File: config.mk
export PLATFORM = sky130hd
export DESIGN_NAME = cas_mf_inserter
export DESIGN_NICKNAME = d
export VERILOG_FILES = /design/src/rtl/e1cas_pkg.sv /design/src/rtl/cas_sig_table.sv /design/src/rtl/cas_ts16_builder.sv /design/src/rtl/cas_mf_inserter.sv
export SDC_FILE = /design/constraint.sdc
export NUM_CORES = 1
export LEC_CHECK = 0
export BUFFER_PORTS_ARGS = -buffer_cell sky130_fd_sc_hd__buf_2
export CORE_MARGIN = 2
export CORE_UTILIZATION = 45
export CTS_CLUSTER_DIAMETER = 60
export DETAILED_ROUTE_END_ITERATION = 8
export MAX_ROUTING_LAYER = met4
export SLEW_MARGIN = 20
export SYNTH_ARGS = -nofsm -noshare
export SYNTH_HDL_FRONTEND = slang
export SYNTH_SLANG_ARGS = --single-unit
export TNS_END_PERCENT = 1
File: constraint.sdc
create_clock -name clk -period 4.59 [get_ports clk]
set_input_delay 0.918 -clock clk [delete_from_list [all_inputs] [get_ports clk]]
set_output_delay 0.918 -clock clk [all_outputs]
set_load 0.005 [all_outputs]
File: src/rtl/e1cas_pkg.sv
package e1cas_pkg;

    localparam int ABCD_W    = 4;
    localparam int OCTET_W   = 8;

    typedef logic [ABCD_W-1:0]  abcd_t;
    typedef logic [OCTET_W-1:0] octet_t;

    // Layout of the frame-0 octet, bit 7 first on the line
    typedef struct packed {
        logic [3:0] align;
        logic       spare_hi;
        logic       alarm;
        logic [1:0] spare_lo;
    } f0_octet_t;

    localparam abcd_t  ABCD_AFTER_RESET = 4'b1101;
    localparam abcd_t  ABCD_ZERO_SUB    = 4'b0001;
    localparam octet_t OCTET_ALL_ONES   = 8'hFF;

    function automatic abcd_t zero_guard(abcd_t v);
        return (v == '0) ? ABCD_ZERO_SUB : v;
    endfunction

    function automatic octet_t build_f0(logic [2:0] spare, logic alarm);
        f0_octet_t o;
        o.align    = 4'b0000;
        o.spare_hi = spare[2];
        o.alarm    = alarm;
        o.spare_lo = spare[1:0];
        return octet_t'(o);
    endfunction

    localparam octet_t OCTET_AFTER_RESET = 8'h0B;

endpackage

File: src/rtl/cas_sig_table.sv
module cas_sig_table
    import e1cas_pkg::*;
#(
    parameter int NUM_CH = 30,
    parameter int CHN_W  = $clog2(NUM_CH + 1)
) (
    input  logic             clk,
    input  logic             rst,
    input  logic             wr_en,
    input  logic [CHN_W-1:0] wr_chan,
    input  abcd_t            wr_abcd,
    input  logic             mf_load,
    output abcd_t            live [NUM_CH]
);

    abcd_t staged [NUM_CH];

    for (genvar i = 0; i < NUM_CH; i++) begin : g_ch
        logic  hit;
        abcd_t staged_next;

        always_comb begin
            hit         = wr_en && (wr_chan == CHN_W'(i + 1));
            staged_next = hit ? wr_abcd : staged[i];
        end

        always_ff @(posedge clk) begin
            if (rst) begin
                staged[i] <= ABCD_AFTER_RESET;
                live[i]   <= ABCD_AFTER_RESET;
            end else begin
                staged[i] <= staged_next;
                if (mf_load) begin
                    live[i] <= staged_next;
                end
            end
        end

        // the table in use moves only at a multiframe boundary
        a_r5_live_hold: assert property (@(posedge clk) disable iff (rst)
            !mf_load |=> $stable(live[i]));
    end

endmodule

File: src/rtl/cas_ts16_builder.sv
module cas_ts16_builder
    import e1cas_pkg::*;
#(
    parameter int NUM_CH = 30,
    parameter int FIDX_W = $clog2(NUM_CH / 2 + 1)
) (
    input  logic              clk,
    input  logic              rst,
    input  logic              frame_start,
    input  logic [FIDX_W-1:0] frame_idx,
    input  abcd_t             live [NUM_CH],
    input  logic              alarm_req,
    input  logic [2:0]        spare_bits,
    input  logic              far_alarm,
    output octet_t            ts16_byte
);

    localparam int HALF  = NUM_CH / 2;
    localparam int SEL_W = $clog2(NUM_CH);

    logic [SEL_W-1:0] hi_sel, lo_sel;
    logic             is_f0;
    octet_t           next_octet;

    always_comb begin
        is_f0  = (frame_idx == '0);
        hi_sel = is_f0 ? '0 : SEL_W'(frame_idx) - SEL_W'(1);
        lo_sel = hi_sel + SEL_W'(HALF);
        if (is_f0) begin
            next_octet = build_f0(spare_bits, alarm_req);
        end else if (far_alarm) begin
            next_octet = OCTET_ALL_ONES;
        end else begin
            next_octet = {zero_guard(live[hi_sel]), zero_guard(live[lo_sel])};
        end
    end

    always_ff @(posedge clk) begin
        if (rst) begin
            ts16_byte <= OCTET_AFTER_RESET;
        end else if (frame_start) begin
            ts16_byte <= next_octet;
        end
    end

    // the frame-0 octet starts with the four-zero alignment word
    a_r1_align_word: assert property (@(posedge clk) disable iff (rst)
        (frame_start && frame_idx == '0) |=> (ts16_byte[7:4] == 4'b0000));

    // the remote alarm forces the signalling octets to all ones
    a_r3_forced_ones: assert property (@(posedge clk) disable iff (rst)
        (frame_start && frame_idx != '0 && far_alarm) |=> (ts16_byte == 8'hFF));

    // no signalling nibble is ever all zeros
    a_r4_no_zero_nibble: assert property (@(posedge clk) disable iff (rst)
        (frame_start && frame_idx != '0) |=>
            (ts16_byte[7:4] != 4'b0000 && ts16_byte[3:0] != 4'b0000));

    // the octet holds between frame starts
    a_r7_hold: assert property (@(posedge clk) disable iff (rst)
        !frame_start |=> $stable(ts16_byte));

endmodule

File: src/rtl/cas_mf_inserter.sv
module cas_mf_inserter
    import e1cas_pkg::*;
#(
    parameter int NUM_CH = 30,
    parameter int FIDX_W = $clog2(NUM_CH / 2 + 1),
    parameter int CHN_W  = $clog2(NUM_CH + 1)
) (
    input  logic              clk,
    input  logic              rst,
    input  logic              frame_start,
    input  logic [FIDX_W-1:0] frame_idx,
    input  logic              wr_en,
    input  logic [CHN_W-1:0]  wr_chan,
    input  logic [3:0]        wr_abcd,
    input  logic              alarm_req,
    input  logic [2:0]        spare_bits,
    input  logic              far_alarm,
    output logic [7:0]        ts16_byte
);

    abcd_t live [NUM_CH];
    logic  mf_load;

    assign mf_load = frame_start && (frame_idx == '0);

    cas_sig_table #(
        .NUM_CH (NUM_CH),
        .CHN_W  (CHN_W)
    ) u_table (
        .clk     (clk),
        .rst     (rst),
        .wr_en   (wr_en),
        .wr_chan (wr_chan),
        .wr_abcd (wr_abcd),
        .mf_load (mf_load),
        .live    (live)
    );

    cas_ts16_builder #(
        .NUM_CH (NUM_CH),
        .FIDX_W (FIDX_W)
    ) u_build (
        .clk         (clk),
        .rst         (rst),
        .frame_start (frame_start),
        .frame_idx   (frame_idx),
        .live        (live),
        .alarm_req   (alarm_req),
        .spare_bits  (spare_bits),
        .far_alarm   (far_alarm),
        .ts16_byte   (ts16_byte)
    );

endmodule

==> results.yml, run 1 <==
status:
  outcome: "finished clean"
finish:
  area_delta_synth_final_pct: 11.32
  final_util_pct: 50.83
  diodes: 0
  post_route_cells_drive_above_1_share_pct: 10.33
  layout.cells.most_common: "sky130_fd_sc_hd__dfxtp_1"
  layout_common_cells: "sky130_fd_sc_hd__dfxtp_1 (248), sky130_fd_sc_hd__nor2_1 (180), sky130_fd_sc_hd__mux2i_1 (147)"
  number_of_fill_cells_in_the_layout: 2244
  finish.instance_area_sq_mm: 0.01190
  design.final.nets: 1116
setup_path:
  regToRegStartpoint: "u_table.live[62]"
  worst-setup-path-type: "in -> reg"
  worstRegToRegCells: 7
  critical_path_peak_fanout: 26
  worst_ep_arrival_time_ns: 3.92
  setup.worst_path.end_class: "flop"
  critical_path.reg2reg.endpoint: "u_build.ts16_byte[0]"
  rrSetupSlack_ns: 2.66
  worst_setup_path_start_kind: "input pin"
  required_ns: 5.07
floorplan:
  placeableCoreArea_sq_mm: 0.02340
  design.portCount: 30
  die-area_sq_mm: 0.02500
  initial_utilization_pct: 45.66
  die_width_microns: 158.1
  core.rowCount: 56
  floorplan.die.height_microns: 158.1
drt:
  detailroute.via_count: 8060
  firstDrtPassIters: 6
  route.detailed.wl_per_inst_microns: 19.18
  postRouteWirelength_microns: 27470
  remaining_drc_errors: 0
  via_per_inst: 5.628
  drt.antenna.violating_nets: 0
  drtIter0Drc: 618
timing:
  final-setup-viol-count: 0
  timing.final.hold_violations: 0
  hold_ws_ns: 0.4592
  final_max_slew_viol_count: 0
  finalClockSkew_ns: 0.007850
  rsz0062_at_grt: "false"
  finalCriticalPeriod_ns: 3.437
  achievable-frequency_mhz: 290.9
  max_slew_margin_pct: 30.43
  tns_ns: 0
  tightest_slew_ns: 1.036
  timing.final.crit_share_pct: 74.89
synthesis:
  synth.area.top_cells: "sky130_fd_sc_hd__dfxtp_1 (46%), sky130_fd_sc_hd__mux2i_1 (14%), sky130_fd_sc_hd__a211o_1 (7.5%)"
  ys_ff_latch: 248
  synth_ff_type: "sky130_fd_sc_hd__dfxtp_1"
  sequential_share_of_the_synthesized_area_pct: 46.46
  yosys.area.top_type: "sky130_fd_sc_hd__dfxtp_1"
  synthDistinctLibCells: 59
  syn-cell-area_sq_mm: 0.01069
  post_synth_edffs: 0
  synth.yosys.warnings: 0
  synth-async-reset-ratio_pct: 0
  postSynthCellCount: 1115
  mappedNetlistNets: 1138
  synth.top_cell.area_share_pct: 46.46
  post_synth.cell_area_avg_sq_um: 9.584
power_and_ir_drop:
  power_per_cell_area_mw_per_mm2: 395.9
  max-vdd-ir-drop_mv: 0.2303
  total_switching_power_mw: 1.122
  power_report.internal_total_mw: 3.588
  power_leakage_nw: 4.754
  p_seq_share_pct: 47.1
  comb_power_share_pct: 7.5
  share_clk_of_total_power_pct: 45.4
  swShare_pct: 23.82
clock_network:
  cts-hold-fix-buffers: 0
  post_cts_resized: 0
  cts_htree_levels: 1
  clk_transition_reported_paths_ns: 0.06
  numClockSinks: 248
  tritoncts: "built"
  ctsRootBufferMaster: "sky130_fd_sc_hd__clkbuf_16"
  clock_insertion_delay_worst_skew_ns: 0.54
  cts_buffers: 28
  cts_max_path_buffers: 3
  postCtsSetupBuffers: 0
hold_path:
  min_delay_worst_endpoint: "u_table.live[15]"
  min-delay-path-class: "reg -> reg"
  worstHoldStart: "u_table.live[15]"
  min_path_cells: 1
grt:
  globalRouteTotalUtil_pct: 22.68
  maximum_number_of_pins_on_one_net_before_global_route_repair: 125
  grt_antenna_before_repair: 0
  overflow: 0
  first_pass_grt_wire_length_microns: 42710
  first_global_vias: 7332
place:
  postPlaceCellArea_sq_mm: 0.01101
  routabilityCongestion: 0.9542
  place.port_buffers: 29
  hpwlAfterDp_microns: 18290
flow_run:
  max-cap-violations: 0
## sequential cells by signal (all words and copies together) (netlist names)
register           cells
u_build.ts16_byte      8
u_table.live         120
u_table.staged       120
## power groups by stage
stage	sequential (mW)	combinational [mW]	clock, mW
3_3_place_gp	2.26	0.348	0
4_1_cts	2.22	0.352	2.18
3_5_place_dp	2.26	0.352	0
5_1_grt	2.22	0.388	2.27
6_report	2.22	0.356	2.14
2_1_floorplan	2.25	0.258	0
## kinds of logic after synthesis
logic type | Yosys count | share of synthesized area (%)
DFF | 248 | 46.46
and+or+nand+nor | 379 | 17.11
buffers and inverters | 106 | 3.852
muxes | 163 | 16.61
AOI/OAI and AO/OA | 218 | 15.85
adders and majority gates | 1 | 0.1171
## how the worst max path moves through the flow
stage,cells after the start,slack [ns],startpoint,endpoint
2_1_floorplan,15,0.46,frame_idx[1],u_build.ts16_byte[0]
3_3_place_gp,11,0.71,frame_idx[2],u_build.ts16_byte[0]
3_5_place_dp,11,0.64,frame_idx[2],u_build.ts16_byte[0]
4_1_cts,11,1.19,frame_idx[2],u_build.ts16_byte[0]
5_1_grt,11,0.95,frame_idx[2],u_build.ts16_byte[0]
6_report,11,1.15,frame_idx[2],u_build.ts16_byte[0]
## Yosys cell counts (6+ instances only)
cell                          n
sky130_fd_sc_hd__nand3_1      6
sky130_fd_sc_hd__nor3b_1      8
sky130_fd_sc_hd__mux2i_1    147
sky130_fd_sc_hd__nor2b_1      6
sky130_fd_sc_hd__or3_1        7
sky130_fd_sc_hd__a21oi_1     19
sky130_fd_sc_hd__a211o_1     91
sky130_fd_sc_hd__nor2_1     182
sky130_fd_sc_hd__nor3_1      16
sky130_fd_sc_hd__dfxtp_1    248
sky130_fd_sc_hd__o211ai_1     6
sky130_fd_sc_hd__o21ai_0     20
sky130_fd_sc_hd__inv_1        7
sky130_fd_sc_hd__clkbuf_1    87
sky130_fd_sc_hd__nand2b_1    94
sky130_fd_sc_hd__mux4_2      11
sky130_fd_sc_hd__a2111oi_0    6
sky130_fd_sc_hd__nand2_1     42
sky130_fd_sc_hd__a211oi_1    38
## final cells by class
class / count / area [sq um] / share of cell area [%]
multi-input cells: 761 / 5328 / 44.78
flip-flops and latches: 248 / 4965 / 41.73
clock buffers: 42 / 803.3 / 6.752
well taps: 319 / 399.1 / 3.355
repair buffers: 44 / 276.5 / 2.324
clock inverters: 8 / 87.58 / 0.7362
inverters: 10 / 37.54 / 0.3155
## through the flow
stage | setup slack, ns | std cells | power (mW)
final | 1.153 | 1432 | 4.710
after global routing | 0.9541 | 1432 | 4.880
after CTS | 1.190 | 1432 | 4.746
after detailed placement | 0.6372 | 1382 | 2.615
after floorplan | 0.4575 | 1115 | 2.509
after global placement | 0.7086 | 1382 | 2.612
## layer usage
layer | up-vias | GRT usage (%) | wire length [microns]
met2 | 157 | 34.16 | 12010
met3 | 39 | 2.792 | 1149
met4 | 0 | 5.363 | 543
li1 | 3909 | - | -
met5 | - | - | 0
met1 | 3955 | 32.51 | 13770
## worst max-delay path, cell delays in order
cell and delay (ns):
sky130_fd_sc_hd__buf_2 0.37, sky130_fd_sc_hd__nor2_1 0.19, sky130_fd_sc_hd__o21ai_2 0.20, sky130_fd_sc_hd__inv_2 0.13
sky130_fd_sc_hd__ha_1 0.24, sky130_fd_sc_hd__nor3_1 0.53, sky130_fd_sc_hd__or2_4 0.32, sky130_fd_sc_hd__a2111oi_0 0.12
sky130_fd_sc_hd__or4_1 0.50, sky130_fd_sc_hd__a211oi_2 0.23, sky130_fd_sc_hd__o32a_1 0.16
(Power assumes the default switching activity.)
==> run 2, diff against run 1 <==
==> constraint.sdc (replaced) <==
create_clock -name clk -period 3.2 [get_ports clk]
set_input_delay 0.64 -clock clk [delete_from_list [all_inputs] [get_ports clk]]
set_output_delay 0.64 -clock clk [all_outputs]
set_load 0.005 [all_outputs]
==> run 2 against run 1 <==
Effect of this change: worst hold slack lost 0.041 ns; clock power increased by 53%; non-clock buffer count is 29 higher; sequential cell count unchanged; critical endpoint is now u_build.ts16_byte[2].
==> results.yml, run 2 (synthesis gave the netlist of run 1 again) <==
status:
  outcome: "finished clean"
grt:
  overflow: 0
  globalRouteTotalUtil_pct: 22.66
  grt_antenna_before_repair: 0
  first_global_vias: 7435
  maximum_number_of_pins_on_one_net_before_global_route_repair: 107
  first_pass_grt_wire_length_microns: 42870
finish:
  area_delta_synth_final_pct: 14.71
  layout_common_cells: "sky130_fd_sc_hd__dfxtp_1 (248), sky130_fd_sc_hd__nor2_1 (180), sky130_fd_sc_hd__mux2i_1 (147)"
  instances_no_fill: 1463
  reg.largest.list: "u_table.live x120, u_table.staged x120, u_build.ts16_byte x8"
  post_route_cells_drive_above_1_share_pct: 13.72
  design.final.nets: 1145
  final_util_pct: 52.38
  layout.cells.most_common: "sky130_fd_sc_hd__dfxtp_1"
  diodes: 0
power_and_ir_drop:
  p_seq_share_pct: 45.3
  total_switching_power_mw: 1.651
  max-vdd-ir-drop_mv: 0.4101
  power_report.internal_total_mw: 5.359
  comb_power_share_pct: 8.0
  share_clk_of_total_power_pct: 46.8
  power_leakage_nw: 4.959
  power_per_cell_area_mw_per_mm2: 571.9
  swShare_pct: 23.56
drt:
  drt.antenna.violating_nets: 0
  firstDrtPassIters: 5
  via_per_inst: 5.554
  detailroute.via_count: 8126
  remaining_drc_errors: 0
  route.detailed.wl_per_inst_microns: 18.75
  postRouteWirelength_microns: 27430
  drtIter0Drc: 664
hold_path:
  min-delay-path-class: "in -> reg"
setup_path:
  crit_path_max_cell_delay_ns: 0.48
  crit_path_cell_trace: "buf_2 > or2_1 > o21ai_4 > inv_4 > ha_4 > a21boi_4 > or2_4 > a2111oi_0 > a211oi_1 > nor3_1 > o21ai_0"
  required_ns: 3.60
  worst_ep_arrival_time_ns: 3.02
  worst_setup_path_start_kind: "input pin"
  timing.critical_path.slowest_stage_cell: "sky130_fd_sc_hd__a2111oi_0"
  worst-setup-path-type: "in -> reg"
  setup.worst_path.end_class: "flop"
  critical_path_peak_fanout: 10
timing:
  final_max_slew_viol_count: 0
  timing.final.crit_share_pct: 82.08
  max_slew_margin_pct: 45.98
  timing.final.hold_violations: 0
  tns_ns: 0
  finalCriticalPeriod_ns: 2.627
  tightest_slew_ns: 0.8102
  hold_ws_ns: 0.4181
  finalClockSkew_ns: 0.01462
  rsz0062_at_grt: "false"
  final-setup-viol-count: 0
  achievable-frequency_mhz: 380.7
floorplan:
  floorplan.die.height_microns: 158.1
  die-area_sq_mm: 0.02500
  design.portCount: 30
  die_width_microns: 158.1
  initial_utilization_pct: 45.66
  core.rowCount: 56
  placeableCoreArea_sq_mm: 0.02340
place:
  dp_cells: 1411
  routabilityCongestion: 0.9716
  hpwlAfterDp_microns: 18280
  place.port_buffers: 29
clock_network:
  tritoncts: "built"
  clock_insertion_delay_worst_skew_ns: 0.53
  clk_transition_reported_paths_ns: 0.06
  post_cts_resized: 0
  cts_buffers: 28
  numClockSinks: 248
  postCtsSetupBuffers: 0
  ctsRootBufferMaster: "sky130_fd_sc_hd__clkbuf_16"
  cts-hold-fix-buffers: 0
  cts_htree_levels: 1
  cts_max_path_buffers: 3
flow_run:
  max-cap-violations: 0
[run 2: changes by cell type in the layout (fill, tap and decap cells not counted), sizes merged]
cell	change
clkbuf	-1
clkinv	+1
clkinvlp	+2
buf	+29
[run 2: through the flow]
stage                     area, sq um  setup slack [ns]  power [mW]
after floorplan                 10780           -0.1213       3.621
after global placement          11270           0.05248       3.792
after detailed placement        11270           0.03249       3.797
after CTS                       12260            0.5822       7.073
after global routing            12260            0.3707       7.246
final                           12260            0.5734       7.011
[run 2: cell type report]
cell class / instances / area [sq um]
fillers: 2186 / 11140
multi-input cells: 761 / 5364
flip-flops and latches: 248 / 4965
clock buffers: 41 / 880.8
repair buffers: 73 / 506.7
well taps: 319 / 399.1
clock inverters: 11 / 102.6
inverters: 10 / 40.04
[run 2: layer usage]
layer / routed length, microns / global-route usage [%]
met5: 0 / -
met4: 565 / 5.577
met3: 1561 / 3.915
met2: 11940 / 33.33
met1: 13360 / 32.40
[run 2: worst max-delay path, delay by kind of cell]
kind,cells,cell delay [ns]
adder cells (fa/ha/maj),1,0.17
AND/OR/NAND/NOR,3,0.89
AO/OA/AOI/OAI,5,1.11
buffers and inverters,2,0.20
[run 2: final timing paths]
check / startpoint / endpoint / slack (ns) / depth (start not counted)
worst max register to register: u_table.live[34] / u_build.ts16_byte[2] / 1.08 / 6
worst min-delay path: alarm_req / u_build.ts16_byte[2] / 0.42 / 3
worst min register to register: u_build.ts16_byte[2] / u_build.ts16_byte[2] / 0.46 / 2
worst max-delay path: frame_idx[0] / u_build.ts16_byte[2] / 0.57 / 11
[run 2: power groups by stage]
stage / logic, mW / clock network [mW] / registers, mW
3_3_place_gp: 0.549 / 0 / 3.24
5_1_grt: 0.606 / 3.46 / 3.18
4_1_cts: 0.555 / 3.34 / 3.17
3_5_place_dp: 0.554 / 0 / 3.24
2_1_floorplan: 0.392 / 0 / 3.23
6_report: 0.558 / 3.28 / 3.18
